===== config.mk =====
export PLATFORM = sky130hd
export DESIGN_NAME = spc_disc_top
export DESIGN_NICKNAME = d
export VERILOG_FILES = /design/src/rtl/spc_disc_pkg.sv /design/src/rtl/spc_cfg_reg.sv /design/src/rtl/spc_decode.sv /design/src/rtl/spc_disc_fsm.sv /design/src/rtl/spc_disc_top.sv
export SDC_FILE = /design/constraint.sdc
export NUM_CORES = 1
export LEC_CHECK = 0
export CORE_MARGIN = 2
export CORE_UTILIZATION = 37
export DETAILED_ROUTE_END_ITERATION = 6
export PLACE_DENSITY = 0.81
export SYNTH_ARGS = -nofsm -noshare
export SYNTH_HDL_FRONTEND = slang
export SYNTH_SLANG_ARGS = --single-unit

===== constraint.sdc =====
create_clock -name clk -period 1.2 [get_ports clk]
set_input_delay 0.12 -clock clk [delete_from_list [all_inputs] [get_ports clk]]
set_output_delay 0.12 -clock clk [all_outputs]
set_load 0.005 [all_outputs]

===== src/rtl/spc_disc_pkg.sv =====
// Package: shared types and constants for the special-cycle disconnect controller.
// Assumes an 8-bit control byte whose top bit is the disconnect enable.
package spc_disc_pkg;
    localparam int CFG_W      = 8;
    localparam int TYPE_W     = 2;
    localparam int EN_BIT     = 7;
    localparam int SKEW_BIT   = 3;

    localparam logic [TYPE_W-1:0] TYPE_HALT   = 2'b01;
    localparam logic [TYPE_W-1:0] TYPE_STPGNT = 2'b10;

    // Reset image without the strap bit; the strap is merged in at reset.
    localparam logic [CFG_W-1:0] CFG_RST_BASE = 8'b0111_0000;

    typedef enum logic [1:0] {
        ST_CONN = 2'd0,
        ST_PEND = 2'd1,
        ST_DISC = 2'd2
    } disc_state_e;
endpackage


===== src/rtl/spc_cfg_reg.sv =====
// Control byte register: written whole through the register port. Reset loads a
// fixed image with the strap merged into the skew bit. A suspend indication never
// touches the contents.
module spc_cfg_reg #(
    parameter int W        = spc_disc_pkg::CFG_W,
    parameter int STRAP_AT = spc_disc_pkg::SKEW_BIT,
    parameter logic [W-1:0] RST_BASE = spc_disc_pkg::CFG_RST_BASE
) (
    input  logic         clk,
    input  logic         rst_n,
    input  logic         strap,
    input  logic         suspend_ind,
    input  logic         wr,
    input  logic [W-1:0] wdata,
    output logic [W-1:0] cfg_q
);
    logic [W-1:0] rst_image;

    // Build the reset image from the fixed part and the strap.
    always_comb begin
        rst_image           = RST_BASE;
        rst_image[STRAP_AT] = strap;
    end

    // Hold, load from a write, or reload the image on reset.
    always_ff @(posedge clk) begin
        if (!rst_n)   cfg_q <= rst_image;
        else if (wr)  cfg_q <= wdata;
    end

    a_r5_write_lands: assert property (@(posedge clk) disable iff (!rst_n)
        wr |=> cfg_q == $past(wdata));
    a_r6_suspend_keeps: assert property (@(posedge clk) disable iff (!rst_n)
        (!wr && suspend_ind) |=> $stable(cfg_q));
    a_r6_no_write_keeps: assert property (@(posedge clk) disable iff (!rst_n)
        !wr |=> $stable(cfg_q));
endmodule


===== src/rtl/spc_decode.sv =====
// Special-cycle decoder: turns the valid strobe and type code into one-hot
// halt / stop-grant strobes. Unknown codes produce neither.
module spc_decode #(
    parameter int TW = spc_disc_pkg::TYPE_W,
    parameter logic [TW-1:0] HALT_CODE = spc_disc_pkg::TYPE_HALT,
    parameter logic [TW-1:0] STOP_CODE = spc_disc_pkg::TYPE_STPGNT
) (
    input  logic          valid,
    input  logic [TW-1:0] code,
    output logic          is_halt,
    output logic          is_stpgnt
);
    // Match the type code only while the strobe is high.
    always_comb begin
        is_halt   = valid && (code == HALT_CODE);
        is_stpgnt = valid && (code == STOP_CODE);
    end

    always_comb begin
        a_r3_onehot_decode: assert ($onehot0({is_halt, is_stpgnt}));
    end
endmodule


===== src/rtl/spc_disc_fsm.sv =====
// Disconnect state machine: connected -> pending (one request cycle) ->
// disconnected. It leaves the disconnected state only after a one-cycle
// reconnect request that a wake starts. It also tracks the processor stop-grant
// state. A wake takes priority over a stop grant in the same cycle.
module spc_disc_fsm
    import spc_disc_pkg::*;
(
    input  logic clk,
    input  logic rst_n,
    input  logic arm_en,
    input  logic is_halt,
    input  logic is_stpgnt,
    input  logic wake,
    output logic disc_req,
    output logic reconn_req,
    output logic bus_connected,
    output logic stpgnt_active
);
    disc_state_e state_q, state_d;
    logic        reconn_q, reconn_d;
    logic        stp_q, stp_d;

    // Next-state, reconnect and stop-grant tracking logic.
    always_comb begin
        state_d  = state_q;
        reconn_d = 1'b0;
        stp_d    = stp_q;
        if (wake)           stp_d = 1'b0;
        else if (is_stpgnt) stp_d = 1'b1;
        unique case (state_q)
            ST_CONN: if (is_stpgnt && arm_en && !wake) state_d = ST_PEND;
            ST_PEND: state_d = wake ? ST_CONN : ST_DISC;
            ST_DISC: begin
                if (reconn_q)  state_d  = ST_CONN;
                else if (wake) reconn_d = 1'b1;
            end
            default: state_d = ST_CONN;
        endcase
    end

    // State registers with synchronous reset.
    always_ff @(posedge clk) begin
        if (!rst_n) begin
            state_q  <= ST_CONN;
            reconn_q <= 1'b0;
            stp_q    <= 1'b0;
        end else begin
            state_q  <= state_d;
            reconn_q <= reconn_d;
            stp_q    <= stp_d;
        end
    end

    // Drive the outputs straight from the registered state.
    always_comb begin
        disc_req      = (state_q == ST_PEND);
        reconn_req    = reconn_q;
        bus_connected = (state_q != ST_DISC);
        stpgnt_active = stp_q;
    end

    a_r1_pend_to_disc: assert property (@(posedge clk) disable iff (!rst_n)
        (state_q == ST_PEND && !wake) |=> state_q == ST_DISC);
    a_r2_enable_gates: assert property (@(posedge clk) disable iff (!rst_n)
        (state_q == ST_CONN && !arm_en) |=> state_q != ST_PEND);
    a_r3_halt_never_arms: assert property (@(posedge clk) disable iff (!rst_n)
        (state_q == ST_CONN && is_halt) |=> state_q != ST_PEND);
    a_r8_reconn_single: assert property (@(posedge clk) disable iff (!rst_n)
        reconn_q |=> (state_q == ST_CONN && !reconn_q));
    a_r9_stay_disc: assert property (@(posedge clk) disable iff (!rst_n)
        (state_q == ST_DISC && !wake && !reconn_q) |=> state_q == ST_DISC);
    a_r10_wake_clears_stp: assert property (@(posedge clk) disable iff (!rst_n)
        wake |=> !stp_q);
    a_r11_wake_cancels: assert property (@(posedge clk) disable iff (!rst_n)
        (state_q == ST_PEND && wake) |=> state_q == ST_CONN);
endmodule


===== src/rtl/spc_disc_top.sv =====
// Top level: control byte register, special-cycle decoder and disconnect state
// machine. The enable is the stored bit, so a write in the same cycle as a
// stop grant acts only from the next cycle on.
module spc_disc_top
    import spc_disc_pkg::*;
(
    input  logic              clk,
    input  logic              rst_n,
    input  logic              strap_skew_en,
    input  logic              suspend_ind,
    input  logic              cfg_wr,
    input  logic [CFG_W-1:0]  cfg_wdata,
    output logic [CFG_W-1:0]  cfg_rdata,
    input  logic              spc_valid,
    input  logic [TYPE_W-1:0] spc_type,
    input  logic              wake,
    output logic              disc_req,
    output logic              reconn_req,
    output logic              bus_connected,
    output logic              stpgnt_active,
    output logic              low_power
);
    logic [CFG_W-1:0] cfg_q;
    logic             is_halt, is_stpgnt;

    spc_cfg_reg u_cfg (
        .clk(clk), .rst_n(rst_n), .strap(strap_skew_en), .suspend_ind(suspend_ind),
        .wr(cfg_wr), .wdata(cfg_wdata), .cfg_q(cfg_q)
    );

    spc_decode u_dec (
        .valid(spc_valid), .code(spc_type), .is_halt(is_halt), .is_stpgnt(is_stpgnt)
    );

    spc_disc_fsm u_fsm (
        .clk(clk), .rst_n(rst_n), .arm_en(cfg_q[EN_BIT]), .is_halt(is_halt),
        .is_stpgnt(is_stpgnt), .wake(wake), .disc_req(disc_req),
        .reconn_req(reconn_req), .bus_connected(bus_connected),
        .stpgnt_active(stpgnt_active)
    );

    // Expose the byte and the combined power-saving flag.
    always_comb begin
        cfg_rdata = cfg_q;
        low_power = stpgnt_active && !bus_connected;
    end

    a_r7_lowpower_follows_disc: assert property (@(posedge clk) disable iff (!rst_n)
        $rose(low_power) |-> !$past(reconn_req));
endmodule


## Word-level counts from Yosys, hierarchy flattened

Cells that the tools add are included.

| word-level totals | value |
|---|---|
| bits in registers | 12 |
| bits of input ports | 17 |
| output and inout bits | 13 |
| word-level logic and storage cells | 31 |

| operators by class | value |
|---|---|
| equal/unequal tests | 7 |
| multiplexer cells | 7 |
| bitwise operators | 2 |
| reductions and logical operators | 10 |

Operators by type and width:

| kind | number |
|---|---|
| two-way mux 4 bit | 2 |
| two-way mux 2 bit | 3 |
| inequality test 2 x 1 -> 1 bit (second input constant) | 3 |
| case mux 2 bit (3 select lines) | 1 |
| == test 2 bit (second input constant) | 2 |
| logical AND 1 bit | 4 |
| OR reduction 3 bit | 1 |
| == test 2 x 1 -> 1 bit (second input constant) | 1 |
| logical NOT 1 bit | 2 |
| logical NOT 2 bit | 1 |
| inequality test 2 bit (second input constant) | 1 |
| inverter 1 bit | 2 |
| AND reduction 2 bit | 1 |
| OR reduction 2 bit | 1 |
| two-way mux 1 bit | 1 |

## Longest topological paths before layout

| logic depth | value |
|---|---|
| depth in word-level cells | 6 |
| depth in mapped cells | 3 |
| mapped depth without buffers | 2 |

## Modules after synthesis

A second synthesis with hierarchy kept.

| second synthesis, totals | value |
|---|---|
| cells, all modules | 46 |
| area, all modules | 499.2 um^2 |

Modules (own cells, without submodules):

| module | instances | cells an instance | area each (um^2) | seq. area each (um^2) |
|---|---|---|---|---|
| spc_cfg_reg | 1 | 28 | 312.8 | 170.2 |
| spc_disc_fsm | 1 | 15 | 155.1 | 80.1 |
| spc_decode | 1 | 2 | 17.5 | 0.0 |
| spc_disc_top | 1 | 1 | 13.8 | 0.0 |

## Worst setup path before layout

No wires, ideal clock.

| timing path | value |
|---|---|
| kind | register to register |
| start point | register u_fsm.state_q[1] |
| end point | register u_fsm.state_q[1] |
| library setup time | 0.058 ns |
| data arrival time | 0.682 ns |
| required time | 1.142 ns |
| path slack | 0.461 ns |
| stages on the path, launching flop included | 3 |
| path buffers | 0 |
| period minus slack after synthesis | 0.739 ns |
| cells stage by stage | dfxtp_1 > nor3b_1 > o21a_1 |

| between the ends | value |
|---|---|
| cells in the longest elaborated chain, start to end | 3 |
| elaborated cells between the ends (all ways) | 7 |
| classes of those cells | 4 x eq/ne; 1 x mux; 2 x reduce/logical |

RTL lines:

| what | line | RTL |
|---|---|---|
| start: declaration | spc_disc_fsm.sv:19 | `disc_state_e state_q, state_d;` |
| start signal: assignment | spc_disc_fsm.sv:48 | `state_q <= state_d;` |
| == test 2 bit / logical NOT 2 bit (equally long branches) | spc_disc_fsm.sv:30 | `unique case (state_q)` |
| inequality test 2 x 1 -> 1 bit (no line) | - |  |
| AND reduction 2 bit (no line) | - |  |

Several ways; a longest one is shown, not always the timed one.
A chain may end at the register's enable or synchronous reset.

## Worst setup path in the final report

| timing path | value |
|---|---|
| start point | register u_fsm.state_q[1] |
| end point | output port disc_req |

| between the ends | value |
|---|---|
| cells in the longest elaborated chain, start to end | 1 |

RTL lines:

| what | line | RTL |
|---|---|---|
| == test 2 x 1 -> 1 bit | spc_disc_fsm.sv:56 | `disc_req = (state_q == ST_PEND);` |
| end: declaration | spc_disc_top.sv:17 | `output logic disc_req,` |

No other way between the ends.

==> key figures <==
Run status
  • Status: finished clean

Synth
  • Most instantiated cells after synthesis: dfxtp_1 (11), mux2i_1 (7), nand2_1 (4), nor2b_1 (4)
  • Mapped Area: 496.7 um^2
  • Yosys top cell by area: dfxtp_1
  • Main flop type after synthesis: dfxtp_1
  • Synth Warn #: 0
  • Synth unique cells: 20
  • Asr flop ratio synth: 0%
  • Number of synthesized register bits: 12
  • Synth top area share: 44.33%
  • Syn_nets: 64
  • Post-synthesis sequential area ratio: 50.38%
  • Syn Inst Count: 47
  • Number of synthesized flops with an enable pin: 1
  • Ranking of synthesized cells by area: dfxtp_1 (44%), mux2i_1 (14%), edfxtp_1 (6.0%)
  • Most frequent cell after synthesis: dfxtp_1
  • Avg Cell Area, Syn: 10.57 um^2

Place
  • Routability Congestion: 0.6170
  • Final HPWL DP: 864.6 um
  • PortBufs: 28
  • Dpl cell area: 825.8 um^2

STA
  • FMAX: 0.8969 GHz
  • Crit path time final: 1.115 ns
  • TNS Setup: 0 ns
  • Max-slew violations: 0
  • Crit share post-route: 92.92%
  • Final setup vio count: 0
  • Least-Margin Pin Slew: 0.1998 ns
  • Hold Vio Cnt, Final: 0
  • RSZ-0062 raised after global routing: no
  • Clock skew: 0.0003373 ns
  • Slew Limit Headroom: 86.64%

Setup path
  • CP Data Arrival Time: 0.99 ns
  • Critical path capture point type: output pin
  • Worst Setup Start Kind: flip-flop
  • Critical Path Fanout Max: 4
  • Worst path required time: 1.08 ns
  • CP Class: flip-flop to output pin

Cells and area
  • Final instance area: 869.6 um^2
  • Inserted Diodes: 0
  • Area grow syn2layout: 75.06%
  • Final core occ: 67.67%
  • Final Net Count: 101
  • Fraction of layout cells with a size suffix above 1: 25.30%

Clock tree
  • TritonCTS Sinks: 12
  • Post-CTS Hold Buffers: 0
  • Worst skew pair latency: 0.26 ns
  • H-tree depth: 1
  • CTS tree: done
  • Clk buf depth: 2
  • TritonCTS buffer count: 3
  • CTS root buffer: clkbuf_4
  • Clock-pin slew on the worst setup and hold paths: 0.07 ns

Min path
  • HP Class: input pin to flip-flop

Die
  • Die width: 40.64 um
  • Core Area: 0.001285 mm^2
  • Die footprint: 0.001652 mm^2
  • I/O pins: 30
  • Row cnt: 13
  • Initial Utilization: 38.66%
  • Die height: 40.64 um

Route
  • First DRT Iteration DRCs: 6
  • Residual DRC: 0
  • Final WL: 1.112 mm
  • Routed Antenna Nets: 0
  • Avg WL per Cell: 11.35 um
  • Vias post-DR: 449
  • Vias per cell: 4.582
  • DRT Pass-1 Iters: 4

Power and ir drop
  • PwrDens: 1009 mW/mm^2
  • Leakage: 0.3830 nW
  • Worst IR Drop VDD: 0.8829 mV

Global routing
  • Total GRT Usage: 16.70%
  • First-pass GRT wire length: 1.690 mm
  • Vias in the first global route: 402
  • Largest net degree at the start of global routing: 10
  • Grt total ovfl: 0
  • Initial antenna violation count: 0

Job
  • Max-cap violations: 0
where the power goes:
part	total [W]	internal, W	switching (W)
Combinational	0.000137	0.0000932	0.0000436
Clock	0.000311	0.000184	0.000127
Sequential	0.000429	0.000422	0.00000770
Total	0.000877	0.000699	0.000178
critical path, cell delays in order (launching register included):
cell and delay [ns]:
dfxtp_4 0.37, and2b_1 0.17, clkdlybuf4s15_1 0.19
through the flow:
stage	std cells	hold slack (ns)	setup WS (ns)	total power, W
2_1_floorplan	47	0.1930	0.4605	0.0004863
3_3_place_gp	92	0.4513	0.01988	0.0005873
3_5_place_dp	92	0.4574	0.01779	0.0005905
4_1_cts	98	0.4227	0.005597	0.0008977
5_1_grt	98	0.4210	0.02502	0.0009297
6_report	98	0.4403	0.08501	0.0008770
logic make-up after synthesis:
| family | share of synthesized area (%) |
|---|---|
| AND/OR/NAND/NOR | 26.44 |
| multiplexers | 14.11 |
| flip-flops | 50.38 |
| AO/OA/AOI/OAI | 3.527 |
| buffers and inverters | 5.540 |
path summary, 6_finish.rpt:
kind	startpoint	to	slack, ns	cells past startpoint
worst max-delay path	u_fsm.state_q[1]	disc_req	0.09	2
worst min-delay path	spc_type[0]	u_fsm.state_q[0]	0.44	2
worst min register to register	u_cfg.cfg_q[4]	u_cfg.cfg_q[4]	0.46	2
worst max register to register	u_fsm.state_q[1]	u_fsm.state_q[1]	0.32	3
sequential cells by signal (all words and copies together), names as in the netlist:
name	count
u_fsm.stpgnt_active	1
u_fsm.state_q	2
u_cfg.cfg_q	8
u_fsm.reconn_req	1
routing by layer:
| metal | vias to the layer above | GRT usage, % | part of all wire (%) |
|---|---|---|---|
| met4 | 0 | 5.000 | 0 |
| met1 | 197 | 18.33 | 41 |
| met3 | 0 | 10.33 | 12 |
| li1 | 229 | - | - |
| met2 | 23 | 26.59 | 47 |
| met5 | - | 0 | 0 |
cell type report:
class                      count  area [um^2]
fill                         106        415.4
sequential                    12        261.5
inverter                       2        7.507
timing repair buffer          35        326.6
tap                           15        18.77
multi-input combinational     30        219.0
clock buffer                   4        36.28
repair_timing:
item                       in CTS  in global routing
cloned                          0                  0
setup endpoints to repair      13                  2
setup buffers                   2                  0
resized for setup              21                  3
cells in the final DEF, fill, tap and decap left out, types with 2 or more instances in the layout:
master            n
clkdlybuf4s50_1  15
dlygate4sd2_1    11
mux2i_1           7
buf_4             6
dfxtp_2           6
nand2_1           4
nor2b_1           4
dfxtp_1           4
clkbuf_4          3
nand2b_1          2
inv_1             2
o21ai_0           2
nor3b_1           2
(Power assumes the default switching activity.)
